## config.mk

```make
export PLATFORM = sky130hd
export DESIGN_NAME = adc_bringup_seq
export DESIGN_NICKNAME = d
export VERILOG_FILES = /design/src/rtl/adc_bringup_pkg.sv /design/src/rtl/adc_wait_timer.sv /design/src/rtl/adc_word_pack.sv /design/src/rtl/adc_cal_script.sv /design/src/rtl/adc_bringup_seq.sv
export SDC_FILE = /design/constraint.sdc
export NUM_CORES = 1
export LEC_CHECK = 0
export BUFFER_PORTS_ARGS = -buffer_cell sky130_fd_sc_hd__buf_2
export CELL_PAD_IN_SITES_DETAIL_PLACEMENT = 0
export CELL_PAD_IN_SITES_GLOBAL_PLACEMENT = 2
export CORE_ASPECT_RATIO = 1.4
export CORE_MARGIN = 2
export CORE_UTILIZATION = 35
export DETAILED_ROUTE_END_ITERATION = 8
export GPL_ROUTABILITY_DRIVEN = 0
export PLACE_DENSITY = 0.86
export SKIP_CTS_REPAIR_TIMING = 1
export SYNTH_ARGS = -nofsm -noshare
export SYNTH_HDL_FRONTEND = slang
export SYNTH_HIERARCHICAL = 1
export SYNTH_SLANG_ARGS = --single-unit
```

## constraint.sdc

```tcl
create_clock -name clk -period 6.3 [get_ports clk]
set_input_delay 1.26 -clock clk [delete_from_list [all_inputs] [get_ports clk]]
set_output_delay 1.26 -clock clk [all_outputs]
set_load 0.02 [all_outputs]
```

## src/rtl/adc_bringup_pkg.sv

```systemverilog
package adc_bringup_pkg;
  typedef enum logic [1:0] {
    OP_SRST  = 2'd0,
    OP_WRITE = 2'd1,
    OP_READ  = 2'd2
  } eng_op_e;

  localparam logic [2:0] ADDR_MODE = 3'd1;
  localparam logic [2:0] ADDR_CONF = 3'd2;
  localparam logic [2:0] ADDR_ID   = 3'd4;
  localparam logic [2:0] ADDR_EXC  = 3'd5;

  localparam logic [2:0] SEL_IDLE     = 3'd2;
  localparam logic [2:0] SEL_CAL_ZERO = 3'd4;
  localparam logic [2:0] SEL_CAL_FULL = 3'd5;
  localparam logic [3:0] RATE_INIT    = 4'd1;

  typedef enum logic [3:0] {
    S_IDLE, S_SRST, S_WAIT, S_RDID, S_RSP, S_WMODE, S_WCONF, S_WEXC,
    S_CCH, S_CMODE, S_CWAIT, S_GWR, S_DONE, S_FAIL
  } seq_state_e;
endpackage

```

## src/rtl/adc_wait_timer.sv

```systemverilog
module adc_wait_timer #(
  parameter int unsigned CYCLES = 50000
) (
  input  logic clk,
  input  logic rst,
  input  logic load,
  output logic expired
);
  localparam int unsigned W = (CYCLES > 1) ? $clog2(CYCLES) : 1;
  localparam logic [W-1:0] LOAD_VAL = W'(CYCLES - 1);

  logic [W-1:0] cnt;
  logic         running;

  always_ff @(posedge clk) begin
    if (rst) begin
      running <= 1'b0;
      cnt     <= '0;
    end else if (load) begin
      running <= 1'b1;
      cnt     <= LOAD_VAL;
    end else if (running) begin
      if (cnt == '0) running <= 1'b0;
      else           cnt     <= cnt - 1'b1;
    end
  end

  assign expired = running && (cnt == '0);
endmodule

```

## src/rtl/adc_word_pack.sv

```systemverilog
module adc_word_pack (
  input  logic [2:0]  mode_sel,
  input  logic [1:0]  clksrc,
  input  logic [2:0]  gain,
  input  logic        unipolar,
  input  logic        buffer,
  input  logic [1:0]  refsel,
  output logic [15:0] mode_word,
  output logic [15:0] conf_word
);
  import adc_bringup_pkg::*;

  always_comb begin
    mode_word        = '0;
    mode_word[15:13] = mode_sel;
    mode_word[7:6]   = clksrc;
    mode_word[3:0]   = RATE_INIT;

    conf_word        = '0;
    conf_word[12]    = unipolar;
    conf_word[10:8]  = gain;
    conf_word[7:6]   = refsel;
    conf_word[4]     = buffer;
    conf_word[3:0]   = 4'd0;
  end
endmodule

```

## src/rtl/adc_cal_script.sv

```systemverilog
module adc_cal_script #(
  parameter int unsigned CHANNELS = 3,
  localparam int unsigned STEPS = 2 * CHANNELS,
  localparam int unsigned SW = (STEPS > 1) ? $clog2(STEPS) : 1
) (
  input  logic [SW-1:0] step,
  output logic [3:0]    chan,
  output logic [2:0]    sel,
  output logic          last
);
  import adc_bringup_pkg::*;

  localparam int unsigned TAB = 2 ** SW;

  logic [3:0] chan_tab [TAB];
  logic [2:0] sel_tab  [TAB];

  for (genvar k = 0; k < TAB; k++) begin : g_step
    if (k < STEPS) begin : g_used
      assign chan_tab[k] = 4'(k / 2);
      assign sel_tab[k]  = (k % 2 == 1) ? SEL_CAL_FULL : SEL_CAL_ZERO;
    end else begin : g_pad
      assign chan_tab[k] = 4'd0;
      assign sel_tab[k]  = SEL_IDLE;
    end
  end

  assign chan = chan_tab[step];
  assign sel  = sel_tab[step];
  assign last = (step == SW'(STEPS - 1));
endmodule

```

## src/rtl/adc_bringup_seq.sv

```systemverilog
module adc_bringup_seq #(
  parameter int unsigned WAIT_CYCLES  = 50000,
  parameter logic [3:0]  EXP_ID       = 4'hB,
  parameter int unsigned CAL_CHANNELS = 3
) (
  input  logic        clk,
  input  logic        rst,
  input  logic        start,
  input  logic [2:0]  cfg_gain,
  input  logic        cfg_unipolar,
  input  logic        cfg_buffer,
  input  logic [1:0]  cfg_refsel,
  input  logic [1:0]  cfg_clksrc,
  input  logic [1:0]  cfg_exc_mag,
  input  logic [1:0]  cfg_exc_dir,
  input  logic        gain_set,
  input  logic [2:0]  gain_val,
  output logic        req_valid,
  input  logic        req_ready,
  output logic [1:0]  req_op,
  output logic [2:0]  req_addr,
  output logic [2:0]  req_bytes,
  output logic [15:0] req_data,
  input  logic        rsp_valid,
  input  logic [7:0]  rsp_data,
  input  logic        cal_rdy,
  output logic        done,
  output logic        id_fail
);
  import adc_bringup_pkg::*;

  localparam int unsigned STEPS = 2 * CAL_CHANNELS;
  localparam int unsigned SW    = (STEPS > 1) ? $clog2(STEPS) : 1;

  seq_state_e  state;
  logic [SW-1:0] step;
  logic [15:0] conf_q;
  logic [1:0]  clk_q;
  logic [3:0]  exc_q;

  logic        hs;
  logic        wait_over;
  logic [3:0]  cal_chan;
  logic [2:0]  cal_sel;
  logic        cal_last;
  logic [2:0]  mode_sel;
  logic [15:0] mode_word;
  logic [15:0] conf_init;
  logic [15:0] gain_word;
  logic        unused_hi;

  assign hs        = req_valid && req_ready;
  assign mode_sel  = (state == S_CMODE) ? cal_sel : SEL_IDLE;
  assign gain_word = {conf_q[15:11], gain_val, conf_q[7:0]};
  assign unused_hi = ^rsp_data[7:4];

  adc_wait_timer #(.CYCLES(WAIT_CYCLES)) u_timer (
    .clk     (clk),
    .rst     (rst),
    .load    (state == S_SRST && hs),
    .expired (wait_over)
  );

  adc_cal_script #(.CHANNELS(CAL_CHANNELS)) u_script (
    .step (step),
    .chan (cal_chan),
    .sel  (cal_sel),
    .last (cal_last)
  );

  adc_word_pack u_pack (
    .mode_sel  (mode_sel),
    .clksrc    (clk_q),
    .gain      (cfg_gain),
    .unipolar  (cfg_unipolar),
    .buffer    (cfg_buffer),
    .refsel    (cfg_refsel),
    .mode_word (mode_word),
    .conf_word (conf_init)
  );

  always_ff @(posedge clk) begin
    if (rst) begin
      state  <= S_IDLE;
      step   <= '0;
      conf_q <= '0;
      clk_q  <= '0;
      exc_q  <= '0;
    end else begin
      unique case (state)
        S_IDLE: if (start) begin
          state  <= S_SRST;
          clk_q  <= cfg_clksrc;
          exc_q  <= {cfg_exc_dir, cfg_exc_mag};
          conf_q <= conf_init;
        end
        S_SRST:  if (hs) state <= S_WAIT;
        S_WAIT:  if (wait_over) state <= S_RDID;
        S_RDID:  if (hs) state <= S_RSP;
        S_RSP:   if (rsp_valid)
                   state <= (rsp_data[3:0] == EXP_ID) ? S_WMODE : S_FAIL;
        S_WMODE: if (hs) state <= S_WCONF;
        S_WCONF: if (hs) state <= S_WEXC;
        S_WEXC:  if (hs) begin
          step  <= '0;
          state <= S_CCH;
        end
        S_CCH: if (hs) begin
          conf_q[3:0] <= cal_chan;
          state       <= S_CMODE;
        end
        S_CMODE: if (hs) state <= S_CWAIT;
        S_CWAIT: if (cal_rdy) begin
          if (cal_last) state <= S_DONE;
          else begin
            step  <= step + 1'b1;
            state <= S_CCH;
          end
        end
        S_DONE: if (gain_set && (gain_word != conf_q)) begin
          conf_q <= gain_word;
          state  <= S_GWR;
        end
        S_GWR: if (hs) begin
          step  <= '0;
          state <= S_CCH;
        end
        S_FAIL:  state <= S_FAIL;
        default: state <= S_IDLE;
      endcase
    end
  end

  always_comb begin
    req_valid = 1'b0;
    req_op    = OP_SRST;
    req_addr  = '0;
    req_bytes = '0;
    req_data  = '0;
    unique case (state)
      S_SRST: begin
        req_valid = 1'b1;
        req_bytes = 3'd4;
      end
      S_RDID: begin
        req_valid = 1'b1;
        req_op    = OP_READ;
        req_addr  = ADDR_ID;
        req_bytes = 3'd1;
      end
      S_WMODE, S_CMODE: begin
        req_valid = 1'b1;
        req_op    = OP_WRITE;
        req_addr  = ADDR_MODE;
        req_bytes = 3'd2;
        req_data  = mode_word;
      end
      S_WCONF, S_GWR: begin
        req_valid = 1'b1;
        req_op    = OP_WRITE;
        req_addr  = ADDR_CONF;
        req_bytes = 3'd2;
        req_data  = conf_q;
      end
      S_CCH: begin
        req_valid = 1'b1;
        req_op    = OP_WRITE;
        req_addr  = ADDR_CONF;
        req_bytes = 3'd2;
        req_data  = {conf_q[15:4], cal_chan};
      end
      S_WEXC: begin
        req_valid = 1'b1;
        req_op    = OP_WRITE;
        req_addr  = ADDR_EXC;
        req_bytes = 3'd1;
        req_data  = {12'd0, exc_q};
      end
      default: ;
    endcase
  end

  assign done    = (state == S_DONE);
  assign id_fail = (state == S_FAIL);

  p_hold_req_r11: assert property (@(posedge clk) disable iff (rst)
    req_valid && !req_ready |=> req_valid && $stable(req_op) && $stable(req_addr)
      && $stable(req_bytes) && $stable(req_data));

  p_fail_quiet_r3: assert property (@(posedge clk) disable iff (rst)
    id_fail |-> !req_valid);

  p_fail_after_rsp_r3: assert property (@(posedge clk) disable iff (rst)
    $rose(id_fail) |-> $past(rsp_valid));

  p_done_quiet_r8: assert property (@(posedge clk) disable iff (rst)
    done |-> !req_valid);

  p_done_after_rdy_r8: assert property (@(posedge clk) disable iff (rst)
    $rose(done) |-> $past(cal_rdy));

  p_flags_exclusive_r3: assert property (@(posedge clk) disable iff (rst)
    !(done && id_fail));
endmodule

```

Word-level counts from Yosys, hierarchy flattened

Memories as Yosys holds them, arrays and structs flattened.
Cells that the tools add are included.

Register bits after elaboration: 46
Bits in read-only memories: 56
Input port bits: 31
Output and inout port bits: 27
Logic and storage cells: 115
Memories: 2

Memories:

| name             | depth | bits a word | read ports | clocked after Yosys merged registers in | wr ports | RTL line             | RTL |
|---|---|---|---|---|---|---|---|
| (name not given) | 8     | 4           | 1          | 0                                       | 0        | adc_cal_script.sv:28 | `assign chan = chan_tab[step];` |
| (name not given) | 8     | 3           | 1          | 0                                       | 0        | adc_cal_script.sv:29 | `assign sel = sel_tab[step];` |

Add/sub/neg operators: 2
Order comparisons: 1
Equality and inequality tests: 30
Multiplexer cells: 40
Bitwise operators: 3
Reduce and logical (&&, ||, !) cells: 27

Operator list:

| cell                                                   | number |
|---|---|
| two-way mux 16 bit                                     | 4 |
| two-way mux 4 bit                                      | 16 |
| one-hot mux 16 bit (4 select lines)                    | 1 |
| one-hot mux 4 bit (13 select lines)                    | 1 |
| equality test 4 bit (second input constant)            | 7 |
| one-hot mux 12 bit (2 select lines)                    | 1 |
| two-way mux 3 bit                                      | 7 |
| inequality test 2 bit (second input constant)          | 10 |
| equality test 4 x 3 -> 1 bit (second input constant)   | 4 |
| zero test 16 bit                                       | 1 |
| subtractor 16 x 1 -> 16 bit (second input constant)    | 1 |
| one-hot mux 3 bit (4 select lines)                     | 1 |
| one-hot mux 4 bit (3 select lines)                     | 1 |
| AND reduction 12 bit                                   | 1 |
| two-way mux 11 bit                                     | 1 |
| OR reduction 2 bit                                     | 5 |
| one-hot mux 3 bit (3 select lines)                     | 1 |
| equality test 4 x 2 -> 1 bit (second input constant)   | 2 |
| inequality test 2 x 1 -> 1 bit (second input constant) | 4 |
| AND reduction 4 bit                                    | 2 |
| nonzero test 2 bit                                     | 4 |
| OR reduction 8 bit                                     | 1 |
| one-hot mux 3 bit (2 select lines)                     | 1 |
| AND reduction 2 bit                                    | 3 |
| 15 further kinds                                       | 23 |

Logic depth before layout (Yosys ltp)

Gate-level depths: netlist of run 1.

Word-level depth: 7
Mapped depth: 10
Gate-level depth less buffers: 10

Hierarchy

Netlist of run 1, hierarchy kept.

Modules (own cells, without submodules):

| module          | instances | cells each | area each (µm²) |
|---|---|---|---|
| adc_bringup_seq | 1         | 259        | 1,944.4 |
| adc_wait_timer  | 1         | 104        | 895.9 |
| adc_word_pack   | 1         | 34         | 247.7 |
| adc_cal_script  | 1         | 9          | 58.8 |

Worst setup path before layout of run 1

Ideal clock, no wire load.

Path type: reg2out
From: register state[1]
To: output port req_data[10]
Arrival: 1,631 ps
Data required time: 5,040 ps
Path slack: 3,409 ps
Cell stages (with the launch flop): 7
Path buffers: 2
Cells stage by stage: dfxtp_1 > buf_2 > nand2b_1 > or3_1 > nand2_1 > buf_2 > a22o_1

Longest elaborated chain between the ends: 3

Ends and longest elaborated chain:

| item                                                                | RTL line               | RTL |
|---|---|---|
| start: declaration                                                  | adc_bringup_seq.sv:35  | `seq_state_e state;` |
| start signal: assignment                                            | adc_bringup_seq.sv:101 | `state <= (rsp_data[3:0] == EXP_ID) ? S_WMODE : S_FAIL;` |
| equality test 4 x 3 -> 1 bit or equality test 4 bit (tied branches) | adc_bringup_seq.sv:140 | `unique case (state)` |
| OR reduction 2 bit                                                  | --                     |  |
| one-hot mux 16 bit (4 select lines) (*)                             | adc_bringup_seq.sv:140 |  |
| end: declaration                                                    | adc_bringup_seq.sv:23  | `output logic [15:0] req_data,` |

Mark *: on every way between the ends. The rest lies on a longest branch, timed or not.

Final worst setup path of run 1

From: register state[2]
To: output port req_data[15]

Longest elaborated chain between the ends: 3

Ends and longest elaborated chain:

| item                                                    | RTL line |
|---|---|
| equality test 4 bit (tied with other cells)             | adc_bringup_seq.sv:53, adc_bringup_seq.sv:140 |
| two-way mux 3 bit or OR reduction 2 bit (tied branches) | -- |
| one-hot mux 16 bit (4 select lines) (*)                 | adc_bringup_seq.sv:140 |

Marked as above.

==> reports/qor.yml, run 1 <==
critical_path:
  crit_type: "flop to primary output"
  crit_path_frequent_cell: "nand2_1"
  critPathMaxStageDelay_ns: 0.39
  cpMaxStageDelayCell: "mux2i_1"
  crit_chain: "buf_4, or2b_1, mux2i_1, nand2_1, nand2_1, a22o_1, buf_2"
  critPathMaxFanout: 26
  cpLargestDelayFamily: "simple AND/OR/NAND/NOR gates"
  cp.required_ns: 5.04
  crit_path_start_kind: "flop"
  cp-end-kind: "primary output"
  cp.arrival_ns: 2.44
  cp_num_buf_inv: 2
floorplanning:
  dieArea_um2: 9780
  ios: 58
  die_h_um: 116
  rows: 40
  core_um2: 8660
  die_w_um: 84.1
  start_util_pct: 36.3
synth:
  yosysUniqueCellTypes: 67
  synthDominantAreaCellType: "dfxtp_1"
  synth_top_area_share_pct: 29.3
  synth.most_common_cell: "nand2_1"
  netlist_area_um2: 3150
  synthArstFlopShare_pct: 0
  synth_area_per_cell_um2: 7.75
  synth_common_cells: "nand2_1, dfxtp_1, a21oi_1"
  synth-seq-cells: 46
  synth_warnings: 6
  ys_seq_area_share_pct: 29.3
  synth_cells: 406
  synth_flop_cell: "dfxtp_1"
  synthTopCellsByArea: "dfxtp_1, buf_4, nand2_1, a21oi_1, a22o_1"
  synth_edf_count: 0
clocking:
  cts_root_buf: "clkbuf_16"
  worstSkewPairLatency_ns: 0.29
  clockBufferDepth: 2
  cts_sinks: 46
  cts_buffers: 5
  cts.clk_slew.worst_paths_ns: 0.07
  tritoncts: "done"
  h-tree-depth: 2
min_path:
  hp-class: "flop to flop"
sta:
  finalCriticalPeriod_ns: 3.70
  max_freq_mhz: 270
  tns_ns: 0
  finalSetupViolations: 0
  drv_slew: 0
  worst_pin_slew_ns: 0.836
  fin_crit_sh_pct: 58.7
  rsz0062_at_grt: "no"
  max_slew_margin_pct: 44.3
  setup_ws_ns: 2.60
  fin_worst_skew_ns: 0.00172
  hold_viol: 0
detailed_routing:
  drt_iter0_drc: 118
  post-route-drc-count: 0
  via_per_inst: 5.34
  ant_nets: 0
  wl_per_cell_um: 14.7
  first_pass_iters: 4
  vias: 2877
  totalWireLength_um: 7930
pwr:
  vdd_drop_max_uv: 175
  totalPowerFinal_mw: 1.40
  p_seq_share_pct: 29.2
  pwr-share-comb_pct: 48.8
  power.static_leakage_nw: 1.44
  p_clk_share_pct: 22.1
  p_per_area_nw_per_um2: 406
  internal_power_uw: 794
  netSwitchingFraction_pct: 43.1
  p_switching_uw: 602
placed_design:
  io_buffers: 53
  pre_cts_ws_ns: 2.91
  dpl.cell_count: 531
  placed_cell_area_um2: 3270
  dp.final_hpwl_um: 5620
grt:
  grt_start_max_net_pins: 43
  grt.overflow.total: 0
  antenna_found_initial: 0
  grt_use_total_pct: 16.2
  grt_pass1_wl_um: 12900
  grt_pass1_vias: 2658
finish:
  final_cells: 539
  regArea_um2: 921
  multi_input_area_um2: 1890
  syn_to_final_growth_pct: 9.22
  antenna-diode-count: 0
  finalInstanceArea_um2: 3440
  fin_nets: 467
  nFillCells: 935
  drive_gt1_share_pct: 19.8
outcome:
  status: "finished, final reports clean"
job:
  cap_violations: 0
[cells in the final DEF (no fill, tap or decap), types with 2 or more instances in the layout]
cell type,instances
a21o_1,4
o21ai_0,7
buf_2,53
inv_1,5
or2_2,3
clkbuf_16,5
a22oi_1,2
nor4_1,5
dfxtp_1,46
and3b_1,2
o21ai_1,3
a31oi_1,3
a22o_1,12
nor2_1,21
nor3b_1,4
a211oi_1,2
o311ai_1,2
and2_1,2
or3b_2,2
ha_1,3
buf_4,5
conb_1,22
xor2_1,3
nor2b_1,9
nand3_1,19
a311oi_1,8
a21oi_1,40
and3_1,5
nor3_1,9
mux2i_1,3
o31ai_1,5
nand4_1,4
nand2b_1,9
or4_4,2
or3_1,10
nand2_1,56
nand3b_1,2
or4_1,7
[layer usage]
layer | GRT usage (%) | share of wire [%]
met1 | 19.0 | 42
met2 | 29.9 | 53
met3 | 2.54 | 3.1
met4 | 5.48 | 1.8
met5 | 0 | 0
[power groups by stage]
stage	logic (mW)	registers, mW	clock network (mW)
after global placement	0.672	0.411	0
final	0.681	0.407	0.308
after CTS	0.685	0.407	0.315
after floorplan	0.560	0.405	0
after global routing	0.765	0.416	0.329
after detailed placement	0.681	0.413	0
[kinds of logic after synthesis]
family,after synthesis,synth area share (%)
simple gates,186,33.4
compound gates,99,21.1
buf+inv,63,12.9
flops,46,29.3
fa+ha+maj,3,1.19
other cells,3,0.358
xor+xnor,3,0.835
mux,3,0.954
[path summary, 6_finish.rpt]
kind             startpoint      endpoint  slack (ns)  depth (start not counted)
max                state[2]  req_data[15]        2.60                          7
min               conf_q[7]     conf_q[7]        0.45                          2
max reg2reg  u_timer/cnt[0]      state[1]        3.15                         10
min reg2reg       conf_q[7]     conf_q[7]        0.45                          2
[worst min-delay path, stage by stage, from the launching register on]
cell     delay [ns]
dfxtp_1        0.31
nand2_1        0.05
a21oi_1        0.05
[stage by stage]
stage          hold WS (ns)  utilization, %
6_report              0.451            39.7
5_1_grt               0.472            39.7
2_1_floorplan         0.432               -
3_5_place_dp          0.447            37.7
4_1_cts               0.456            39.7
3_3_place_gp          0.437            37.7
[flip-flops by register name, indices dropped and copies added, names as in the netlist]
signal,count
conf_q,16
u_timer/running,1
clk_q,2
state,4
step,3
exc_q,4
u_timer/cnt,16
[cell type report]
cell class,count,area share [%]
clock buffers,5,3.64
clock inverters,3,1.27
inverters,6,0.655
multi-input cells,316,55.0
flip-flops and latches,46,26.8
well taps,105,3.82
repair buffers,58,8.81
Note: power is estimated with default switching activity, not from simulation.
==> inputs of run 2 (changes only) <==
--- a/config.mk
+++ b/config.mk
@@ -5,15 +5,16 @@
 export SDC_FILE = /design/constraint.sdc
 export NUM_CORES = 1
 export LEC_CHECK = 0
+export ABC_AREA = 1
 export BUFFER_PORTS_ARGS = -buffer_cell sky130_fd_sc_hd__buf_2
 export CELL_PAD_IN_SITES_DETAIL_PLACEMENT = 0
 export CELL_PAD_IN_SITES_GLOBAL_PLACEMENT = 2
 export CORE_ASPECT_RATIO = 1.4
 export CORE_MARGIN = 2
-export CORE_UTILIZATION = 35
+export CORE_UTILIZATION = 28
 export DETAILED_ROUTE_END_ITERATION = 8
 export GPL_ROUTABILITY_DRIVEN = 0
-export PLACE_DENSITY = 0.86
+export PLACE_DENSITY = 0.76
 export SKIP_CTS_REPAIR_TIMING = 1
 export SYNTH_ARGS = -nofsm -noshare
 export SYNTH_HDL_FRONTEND = slang
==> constraint.sdc (replaced) <==
create_clock -name clk -period 3.3 [get_ports clk]
set_input_delay 0.66 -clock clk [delete_from_list [all_inputs] [get_ports clk]]
set_output_delay 0.66 -clock clk [all_outputs]
set_load 0.02 [all_outputs]
==> run 2 against run 1 <==
Net effect:
- sequential share of layout area is 2.0 points lower
- clock power increased by 94%
- cell count is 24% higher
- via count is 3.0% higher
- design area increased by 8.1%
- global-route usage shrank 2.6 points
- clock skew increased by 0.0048 ns
==> reports/qor.yml, run 2 <==
sta:
  tns_ns: 0
  drv_slew: 0
  finalCriticalPeriod_ns: 3.05
  max_slew_margin_pct: 36.0
  whs_ns: 0.464
  worst_pin_slew_ns: 0.956
  max_freq_mhz: 328
  finalSetupViolations: 0
  rsz0062_at_grt: "no"
  fin_crit_sh_pct: 92.4
  hold_viol: 0
  fin_worst_skew_ns: 0.00654
critical_path:
  crit_path_start_kind: "flop"
  reg2reg_slack_ns: 1.21
  cpLargestDelayFamily: "simple AND/OR/NAND/NOR gates"
  r2r_start: "state[3]"
  path_depth: 8
  r2r_end: "conf_q[9]"
  cp.arrival_ns: 2.39
  endpoint: "req_data[9]"
  rr_worst_depth: 6
  cp.required_ns: 2.64
  critPathMaxFanout: 11
  cp-end-kind: "primary output"
  cp_num_buf_inv: 3
  crit_chain: "nand2_4, inv_2, nand2_4, o21ai_2, nor2_1, inv_2, a22o_1, buf_2"
  critPathMaxStageDelay_ns: 0.73
  crit_path_start: "state[3]"
  cpMaxStageDelayCell: "nor2_1"
  crit_type: "flop to primary output"
clocking:
  tritoncts: "done"
  cts.clk_slew.worst_paths_ns: 0.07
  clockBufferDepth: 2
  cts_buffers: 5
  cts_root_buf: "clkbuf_16"
  worstSkewPairLatency_ns: 0.29
  cts_sinks: 46
  h-tree-depth: 2
min_path:
  hp-class: "flop to flop"
synth:
  synthArstFlopShare_pct: 0
  synthTopCellsByArea: "dfxtp_1, nand2_1, buf_4, inv_1, nand3_1"
  synth_top_area_share_pct: 27.5
  synth_edf_count: 0
  ys_seq_area_share_pct: 27.5
  synth_common_cells: "nand2_1, inv_1, dfxtp_1"
  synth-seq-cells: 46
  yosysUniqueCellTypes: 41
  synth-simple-area-share_pct: 33.3
  synth_cells: 486
  synth_adder_area_share_pct: 1.12
  netlist_area_um2: 3350
  synth.area.mux_share_pct: 0
  synth-compound-area-share_pct: 18.1
  synth.most_common_cell: "nand2_1"
  synth_flop_cell: "dfxtp_1"
  synthDominantAreaCellType: "dfxtp_1"
  synth_top_family_by_area: "simple AND/OR/NAND/NOR gates"
  yosys.area_share.xor_xnor_pct: 2.09
  synth_warnings: 6
  synth_area_per_cell_um2: 6.89
floorplanning:
  die_w_um: 96.4
  dieArea_um2: 12900
  ios: 58
  rows: 47
  die_h_um: 133
  start_util_pct: 28.5
  core_um2: 11800
detailed_routing:
  via_per_inst: 4.44
  ant_nets: 0
  first_pass_iters: 4
  post-route-drc-count: 0
  drt_iter0_drc: 91
  wl_per_cell_um: 12.7
  totalWireLength_um: 8480
  vias: 2964
grt:
  use_met1_pct: 16.7
  grt_pass1_vias: 2804
  grt-busiest-layer: "met2"
  grt.overflow.total: 0
  antenna_found_initial: 0
  grt_use_total_pct: 13.5
  grt_pass1_wl_um: 13600
  grt_start_max_net_pins: 28
  grtUsageMet3_pct: 2.15
  grt_use_met2_pct: 23.6
job:
  cap_violations: 0
finish:
  nFillCells: 1353
  final_util_pct: 31.6
  multi_input_area_um2: 1910
  finalInstanceArea_um2: 3710
  reg_top3: "conf_q (16), u_timer/cnt (16)"
  syn_to_final_growth_pct: 10.9
  fin_nets: 554
  final_common_cell: "nand2_1"
  regArea_um2: 921
  antenna-diode-count: 0
  final_cell_mix: "nand2_1, inv_1, buf_2"
  drive_gt1_share_pct: 25.5
pwr:
  totalPowerFinal_mw: 2.81
  p_per_area_nw_per_um2: 756
  vdd_drop_max_uv: 296
  power.static_leakage_nw: 1.78
placed_design:
  dp.final_hpwl_um: 6580
  io_buffers: 53
  placed_cell_area_um2: 3550
outcome:
  status: "finished, final reports clean"
run 2: cell count changes after synthesis, moves of 10 or more:
| cell | delta |
|---|---|
| o21ai_1 | +16 |
| a21oi_1 | -13 |
| nand3_1 | +15 |
| nor2_1 | +20 |
| nand2_1 | +36 |
| nor2_2 | +10 |
| inv_2 | +13 |
| a22o_1 | -10 |
| or3_1 | -10 |
| inv_1 | +48 |
run 2: tightest hold or removal path, stage by stage (launching register included):
cell and delay, ns:
dfxtp_1 0.30, inv_1 0.07, a21oi_1 0.06
run 2: area by class of cell:
type	instances	share of cell area, %
sequential	46	24.8
timing repair buffer	54	7.34
clock inverter	3	1.18
inverter	68	6.90
tap	147	4.95
multi-input combinational	345	51.5
clock buffer	5	3.37
run 2: cells by family (layout without fill, tap and decap cells):
logic type | after synthesis | after routing
AO/OA/AOI/OAI | 92 | 92
XOR/XNOR | 8 | 8
adder cells (fa/ha/maj) | 3 | 3
buffers and inverters | 114 | 130
flip-flops | 46 | 46
other | 3 | 22
AND/OR/NAND/NOR | 220 | 220
run 2: worst min path at each step:
| stage | from | endpoint | cells past startpoint |
|---|---|---|---|
| after floorplan | exc_q[0] | exc_q[0] | 2 |
| after global placement | clk_q[1] | clk_q[1] | 2 |
| after detailed placement | clk_q[1] | clk_q[1] | 2 |
| after CTS | clk_q[1] | clk_q[1] | 2 |
| after global routing | clk_q[0] | clk_q[0] | 2 |
| final | exc_q[0] | exc_q[0] | 2 |
run 2: metrics by stage:
step,instances,setup WS [ns]
5_1_grt,668,0.0654
4_1_cts,668,0.181
2_1_floorplan,505,1.22
3_5_place_dp,660,0.514
6_report,668,0.250
3_3_place_gp,660,0.572
run 2: report_power, final:
group          internal [mW]  switching [mW]  total, mW
clock network          0.359           0.238      0.597
logic                  0.473           0.956       1.43
registers              0.683          0.0974      0.781
run 2: layer usage:
layer / vias up / wire length [um]
met1: 1325 / 3670
met5: - / 0
li1: 1585 / -
met2: 48 / 4370
met3: 6 / 312
met4: 0 / 123
